`config.mk`:
```
export PLATFORM = sky130hd
export DESIGN_NAME = evt_count_chan
export DESIGN_NICKNAME = d
export VERILOG_FILES = /design/src/rtl/evt_count_pkg.sv /design/src/rtl/evt_sync.sv /design/src/rtl/evt_regs.sv /design/src/rtl/evt_counter.sv /design/src/rtl/evt_count_chan.sv
export SDC_FILE = /design/constraint.sdc
export NUM_CORES = 1
export LEC_CHECK = 0
export BUFFER_PORTS_ARGS = -buffer_cell sky130_fd_sc_hd__clkbuf_2
export CORE_UTILIZATION = 55
export DETAILED_ROUTE_END_ITERATION = 7
export GPL_TIMING_DRIVEN = 0
export PLACE_DENSITY = 0.79
export SYNTH_ARGS = -nofsm -noshare
export SYNTH_HDL_FRONTEND = slang
export SYNTH_SLANG_ARGS = --single-unit
```
`constraint.sdc`:
```
create_clock -name clk -period 4.39 [get_ports clk]
set_input_delay 0.2195 -clock clk [delete_from_list [all_inputs] [get_ports clk]]
set_output_delay 0.2195 -clock clk [all_outputs]
set_load 0.05 [all_outputs]
```
`src/rtl/evt_count_pkg.sv`:
```
package evt_count_pkg;

  localparam logic [1:0] ADDR_TRIG   = 2'd0;
  localparam logic [1:0] ADDR_RELOAD = 2'd1;
  localparam logic [1:0] ADDR_MODE   = 2'd2;
  localparam logic [1:0] ADDR_COUNT  = 2'd3;

  localparam int TRIG_START_BIT  = 0;
  localparam int TRIG_STOP_BIT   = 1;
  localparam int MODE_W          = 3;
  localparam int STAT_ACTIVE_BIT = 8;

  localparam logic [1:0] EDGE_RISE = 2'b00;
  localparam logic [1:0] EDGE_FALL = 2'b01;

  typedef struct packed {
    logic       out_en;
    logic [1:0] edge_sel;
  } mode_t;

  // Qualifying-edge decision from the current and previous synchronized level.
  function automatic logic edge_match(input logic [1:0] sel,
                                      input logic cur, input logic prev);
    case (sel)
      EDGE_RISE: return cur & ~prev;
      EDGE_FALL: return ~cur & prev;
      default:   return cur ^ prev;
    endcase
  endfunction

endpackage

```
`src/rtl/evt_sync.sv`:
```
module evt_sync #(
  parameter int STAGES = 2
) (
  input  logic       clk,
  input  logic       rst_n,
  input  logic       pin,
  input  logic [1:0] edge_sel,
  output logic       hit
);
  import evt_count_pkg::*;

  localparam int LAST = STAGES - 1;

  logic [STAGES-1:0] sync_q;
  logic              prev_q;

  always_ff @(posedge clk or negedge rst_n) begin
    if (!rst_n) begin
      sync_q <= '0;
      prev_q <= 1'b0;
    end else begin
      sync_q <= {sync_q[STAGES-2:0], pin};
      prev_q <= sync_q[LAST];
    end
  end

  assign hit = edge_match(edge_sel, sync_q[LAST], prev_q);

endmodule

```
`src/rtl/evt_regs.sv`:
```
module evt_regs #(
  parameter int CNT_W = 16
) (
  input  logic                     clk,
  input  logic                     rst_n,
  input  logic                     unit_en,
  input  logic                     wr_en,
  input  logic [1:0]               wr_addr,
  input  logic [CNT_W-1:0]         wr_data,
  output logic                     start_req,
  output logic                     stop_req,
  output logic                     mode_wr,
  output logic                     active,
  output logic [CNT_W-1:0]         reload,
  output evt_count_pkg::mode_t     mode
);
  import evt_count_pkg::*;

  logic  wr_ok;
  logic  trig_wr;
  logic  reload_wr;
  mode_t mode_d;

  assign wr_ok     = unit_en & wr_en;
  assign trig_wr   = wr_ok & (wr_addr == ADDR_TRIG);
  assign reload_wr = wr_ok & (wr_addr == ADDR_RELOAD);
  assign mode_wr   = wr_ok & (wr_addr == ADDR_MODE) & ~active;
  assign stop_req  = trig_wr & wr_data[TRIG_STOP_BIT];
  assign start_req = trig_wr & wr_data[TRIG_START_BIT] & ~wr_data[TRIG_STOP_BIT];
  assign mode_d    = mode_t'(wr_data[MODE_W-1:0]);

  always_ff @(posedge clk or negedge rst_n) begin
    if (!rst_n) begin
      active <= 1'b0;
      reload <= '0;
      mode   <= '0;
    end else if (!unit_en) begin
      active <= 1'b0;
      reload <= '0;
      mode   <= '0;
    end else begin
      if (stop_req)       active <= 1'b0;
      else if (start_req) active <= 1'b1;
      if (reload_wr)      reload <= wr_data;
      if (mode_wr)        mode   <= mode_d;
    end
  end

endmodule

```
`src/rtl/evt_counter.sv`:
```
module evt_counter #(
  parameter int CNT_W = 16
) (
  input  logic             clk,
  input  logic             rst_n,
  input  logic             unit_en,
  input  logic             start_req,
  input  logic             stop_req,
  input  logic             active,
  input  logic             hit,
  input  logic [CNT_W-1:0] reload,
  output logic [CNT_W-1:0] cnt,
  output logic             irq,
  output logic             zero_hit
);

  function automatic logic [CNT_W-1:0] step(input logic [CNT_W-1:0] cur,
                                            input logic [CNT_W-1:0] rld);
    return (cur == '0) ? rld : cur - 1'b1;
  endfunction

  logic count_en;

  assign count_en = active & hit & ~start_req & ~stop_req;
  assign zero_hit = count_en & (cnt == '0);

  always_ff @(posedge clk or negedge rst_n) begin
    if (!rst_n) begin
      cnt <= '1;
      irq <= 1'b0;
    end else if (!unit_en) begin
      cnt <= '1;
      irq <= 1'b0;
    end else begin
      irq <= zero_hit;
      if (stop_req)       cnt <= cnt;
      else if (start_req) cnt <= reload;
      else if (count_en)  cnt <= step(cnt, reload);
    end
  end

endmodule

```
`src/rtl/evt_count_chan.sv`:
```
module evt_count_chan #(
  parameter int CNT_W       = 16,
  parameter int SYNC_STAGES = 2
) (
  input  logic             clk,
  input  logic             rst_n,
  input  logic             unit_en,
  input  logic             evt_pin,
  input  logic             wr_en,
  input  logic [1:0]       wr_addr,
  input  logic [CNT_W-1:0] wr_data,
  input  logic [1:0]       rd_addr,
  output logic [CNT_W-1:0] rd_data,
  output logic             active_o,
  output logic             irq_o
);
  import evt_count_pkg::*;

  logic             start_req;
  logic             stop_req;
  logic             mode_wr;
  logic             active_q;
  logic [CNT_W-1:0] reload_q;
  mode_t            mode_q;
  logic [MODE_W-1:0] mode_bits;
  logic             evt_hit;
  logic [CNT_W-1:0] cnt_q;
  logic             irq_q;
  logic             zero_hit;
  logic [CNT_W-1:0] stat_word;

  evt_regs #(.CNT_W(CNT_W)) u_regs (
    .clk(clk), .rst_n(rst_n), .unit_en(unit_en),
    .wr_en(wr_en), .wr_addr(wr_addr), .wr_data(wr_data),
    .start_req(start_req), .stop_req(stop_req), .mode_wr(mode_wr),
    .active(active_q), .reload(reload_q), .mode(mode_q)
  );

  evt_sync #(.STAGES(SYNC_STAGES)) u_sync (
    .clk(clk), .rst_n(rst_n), .pin(evt_pin),
    .edge_sel(mode_q.edge_sel), .hit(evt_hit)
  );

  evt_counter #(.CNT_W(CNT_W)) u_cnt (
    .clk(clk), .rst_n(rst_n), .unit_en(unit_en),
    .start_req(start_req), .stop_req(stop_req), .active(active_q),
    .hit(evt_hit), .reload(reload_q),
    .cnt(cnt_q), .irq(irq_q), .zero_hit(zero_hit)
  );

  assign mode_bits = mode_q;

  always_comb begin
    stat_word                  = '0;
    stat_word[MODE_W-1:0]      = mode_bits;
    stat_word[STAT_ACTIVE_BIT] = active_q;
  end

  always_comb begin
    case (rd_addr)
      ADDR_RELOAD: rd_data = reload_q;
      ADDR_MODE:   rd_data = stat_word;
      ADDR_COUNT:  rd_data = cnt_q;
      default:     rd_data = '0;
    endcase
  end

  assign active_o = active_q;
  assign irq_o    = irq_q;

endmodule

```
==> flow_metrics.tcl <==
set metrics [dict create \
    ant_nets 0 \
    power_per_cell_area_mw_per_mm2 329 \
    drive_gt1_share_pct 23.9 \
    synth_cell_type_count 42 \
    io_pins 43 \
    dr_total_vias 2232 \
    timing.clock.skew_ns 0.00700 \
    io_buffer_count 39 \
    drc_errors 0 \
    clock-root-buffer "sky130_fd_sc_hd__clkbuf_8" \
    tritoncts_clock_tree "done" \
    start_util_pct 59.4 \
    drt_iter0_drc 217 \
    final_cycle_utilization_of_the_critical_path_pct 55.4 \
    slowest_delay_ns 0.68 \
    totalWireLength_mm 6.30 \
    rsz0062_at_grt "false" \
    worst-endpoint-arrival_ns 2.65 \
    worst_setup_path_start_kind "flop" \
    die_area_mm2 0.00474 \
    ir_worst_vdd_mv 0.244 \
    ys_ff_latch 40 \
    timing_worst_setup_path_type "flop to flop" \
    core_region_area_mm2 0.00414 \
    nFillCells 348 \
    clock_sink_count 40 \
    r2r_slack_ns 1.96 \
    post_cts_setup_inserts 0 \
    floorplan.rows 23 \
    min_period_ns 2.43 \
    tritoncts.num_buffers 5 \
    power_leakage_nw 1.30 \
    path_buf_inv 1 \
    fin_cells 364 \
    holdCritPathClass "input port to flop" \
    die_x_um 68.9 \
    num-nets-final 342 \
    chipHeight_um 68.9 \
    layout.core_utilization_pct 69.4 \
    slew_viol_final 0 \
    postCtsResizedCells 0 \
    achievable-frequency_mhz 411 \
    ys.warnings.count 0 \
    placed_cells_incl_taps 356 \
    worstPathRequired_ns 4.61 \
    routabilityCongestion 0.925 \
    fin_setup_tns_ns 0 \
    routedWlPerCell_um 17.3 \
    synth.area.top_cells "sky130_fd_sc_hd__dfrtp_1 24%, sky130_fd_sc_hd__dfstp_2 17%, sky130_fd_sc_hd__mux2i_1 11%" \
    cts_clk_pin_slew_worst_paths_ns 0.08 \
    synth-seq-area-share_pct 41.5 \
    most-common-layout-cells "45 x sky130_fd_sc_hd__nand2_1, 39 x sky130_fd_sc_hd__clkbuf_2, 26 x sky130_fd_sc_hd__mux2i_1" \
    worstMarginPinSlew_ns 0.992 \
    slew_headroom_pct 32.9 \
    hold_viol_final 0 \
    endpoint_kind "flop" \
    grt_use_total_pct 29.4 \
    grt_total_ovfl 0 \
    place_hpwl_mm 4.52 \
    grt_start_max_net_pins 41 \
    clk-insertion-delay-late_ns 0.29 \
    synth.net_count 296 \
    grt_pass1_wl_mm 10.1 \
    maximum_level_of_the_cts_h_tree 2 \
    finalSetupViolCount 0 \
    synthDominantCellAreaShare_pct 24.4 \
    route.detailed.vias_per_inst 6.13 \
    run_status "finished clean" \
    mostFrequentLayoutCell "sky130_fd_sc_hd__nand2_1" \
    antenna_found_initial 0 \
    cpMaxStageDelayCell "sky130_fd_sc_hd__or4b_2" \
    syn_inst 267 \
    post-synth-top-area-cell "sky130_fd_sc_hd__dfrtp_1" \
    drv.max_cap_violation_count 0 \
    holdWs_ns 0.0333 \
    syn_to_final_growth_pct 16.9 \
    critical-path-top-delay-family "simple AND/OR/NAND/NOR gates" \
    synth_area_mm2 0.00246 \
    crit_path_cell_trace "inv_1 > ha_1 > or4b_2 > nor2_1 > nand3b_1 > a31oi_1 > a2bb2oi_1" \
    cts_buffer_depth 2 \
    first_global_vias 2025 \
    ctsHoldBuffers 0 \
    post_synthesis_area_per_instance_um2 9.21 \
    diodes_inserted 0 \
    worst-path-max-fanout 6 \
    drt_pass1_iterations 4 \
]
## registers in the layout, indices dropped and copies added (netlist names)
name,flops
u_cnt.cnt,16
u_sync.prev_q,1
u_regs.reload,16
u_regs.mode,3
u_sync.sync_q,2
u_cnt.irq,1
u_regs.active,1
## cell families after synthesis
kind of cell | after synthesis | share of synthesized area (%)
fa+ha+maj | 4 | 2.03
simple gates | 105 | 21.7
buf+inv | 26 | 4.68
compound gates | 61 | 17.2
mux | 31 | 12.9
flops | 40 | 41.5
## power by group
part	leakage [nW]	total [mW]	switching [mW]	internal, mW
logic	0.726	0.135	0.0904	0.0442
clock network	0.0784	0.420	0.136	0.284
registers	0.493	0.390	0.00978	0.380
## Yosys cell counts
| cell | count |
|---|---|
| sky130_fd_sc_hd__nor2_1 | 9 |
| sky130_fd_sc_hd__a211oi_1 | 1 |
| sky130_fd_sc_hd__and2_1 | 1 |
| sky130_fd_sc_hd__mux2i_1 | 26 |
| sky130_fd_sc_hd__inv_1 | 8 |
| sky130_fd_sc_hd__o211ai_1 | 2 |
| sky130_fd_sc_hd__nand2b_1 | 1 |
| sky130_fd_sc_hd__nor4_1 | 6 |
| sky130_fd_sc_hd__mux2_2 | 5 |
| sky130_fd_sc_hd__a32o_1 | 3 |
| sky130_fd_sc_hd__nand4b_1 | 1 |
| sky130_fd_sc_hd__or4b_2 | 1 |
| sky130_fd_sc_hd__nor3_1 | 5 |
| sky130_fd_sc_hd__nor4b_1 | 1 |
| sky130_fd_sc_hd__a32oi_1 | 2 |
| sky130_fd_sc_hd__nor2b_1 | 13 |
| sky130_fd_sc_hd__buf_6 | 2 |
| sky130_fd_sc_hd__ha_1 | 4 |
| sky130_fd_sc_hd__or2_1 | 1 |
| sky130_fd_sc_hd__o22a_1 | 1 |
| sky130_fd_sc_hd__o21ai_0 | 19 |
| sky130_fd_sc_hd__a31oi_1 | 9 |
| sky130_fd_sc_hd__nand3b_1 | 2 |
| sky130_fd_sc_hd__nand3_1 | 6 |
| sky130_fd_sc_hd__clkbuf_1 | 13 |
| sky130_fd_sc_hd__or4_4 | 1 |
| sky130_fd_sc_hd__a22o_1 | 5 |
| sky130_fd_sc_hd__a21oi_1 | 3 |
| sky130_fd_sc_hd__a21o_1 | 2 |
| sky130_fd_sc_hd__nand4_1 | 3 |
| sky130_fd_sc_hd__and3_1 | 2 |
| sky130_fd_sc_hd__o31a_1 | 2 |
| sky130_fd_sc_hd__nor3b_1 | 2 |
| sky130_fd_sc_hd__and4bb_2 | 1 |
| sky130_fd_sc_hd__or3_1 | 4 |
| sky130_fd_sc_hd__a2bb2oi_1 | 11 |
| sky130_fd_sc_hd__o22ai_1 | 1 |
| sky130_fd_sc_hd__dfrtp_1 | 24 |
| sky130_fd_sc_hd__nand2_1 | 45 |
| sky130_fd_sc_hd__buf_1 | 1 |
| sky130_fd_sc_hd__dfstp_2 | 16 |
| sky130_fd_sc_hd__buf_2 | 2 |
## worst paths after layout
kind,from,to,cells after the start
worst min register to register,u_sync.sync_q[0]$_DFF_PN0_,u_sync.sync_q[1]$_DFF_PN0_,0
worst max-delay path,u_cnt.cnt[0]$_DFFE_PN1P_,u_cnt.cnt[12]$_DFFE_PN1P_,7
worst max register to register,u_cnt.cnt[0]$_DFFE_PN1P_,u_cnt.cnt[12]$_DFFE_PN1P_,7
min in group asynchronous,rst_n,u_sync.prev_q$_DFF_PN0_,1
max in group asynchronous,rst_n,u_regs.reload[10]$_DFFE_PN0P_,1
worst min-delay path,evt_pin,u_sync.sync_q[0]$_DFF_PN0_,1
## per-stage QoR
stage               power [mW]  area, um^2  setup WS [ns]
floorplan                0.485        2460           2.32
global placement         0.528        2720           2.05
detailed placement       0.530        2720           2.03
CTS                      0.948        2880           2.00
global route             0.973        2880           1.80
finish                   0.945        2880           1.96
## metal layers
layer	wire length, um	track usage (%)	vias to the layer above
li1	-	-	1070
met1	2920	43.3	1059
met2	2880	44.5	94
met3	410	3.78	9
met4	92	8.93	0
met5	0	0	-
## final cells by class
class	count	area (um^2)	area share, %
multi-input combinational	201	1320	46.0
sequential	40	1020	35.5
timing repair buffer	39	195	6.79
clock inverter	3	90.1	3.13
buffer	18	85.1	2.96
clock buffer	5	68.8	2.39
tap	50	62.6	2.17
inverter	8	30.0	1.04
Note: power is estimated with default switching activity, not from simulation.
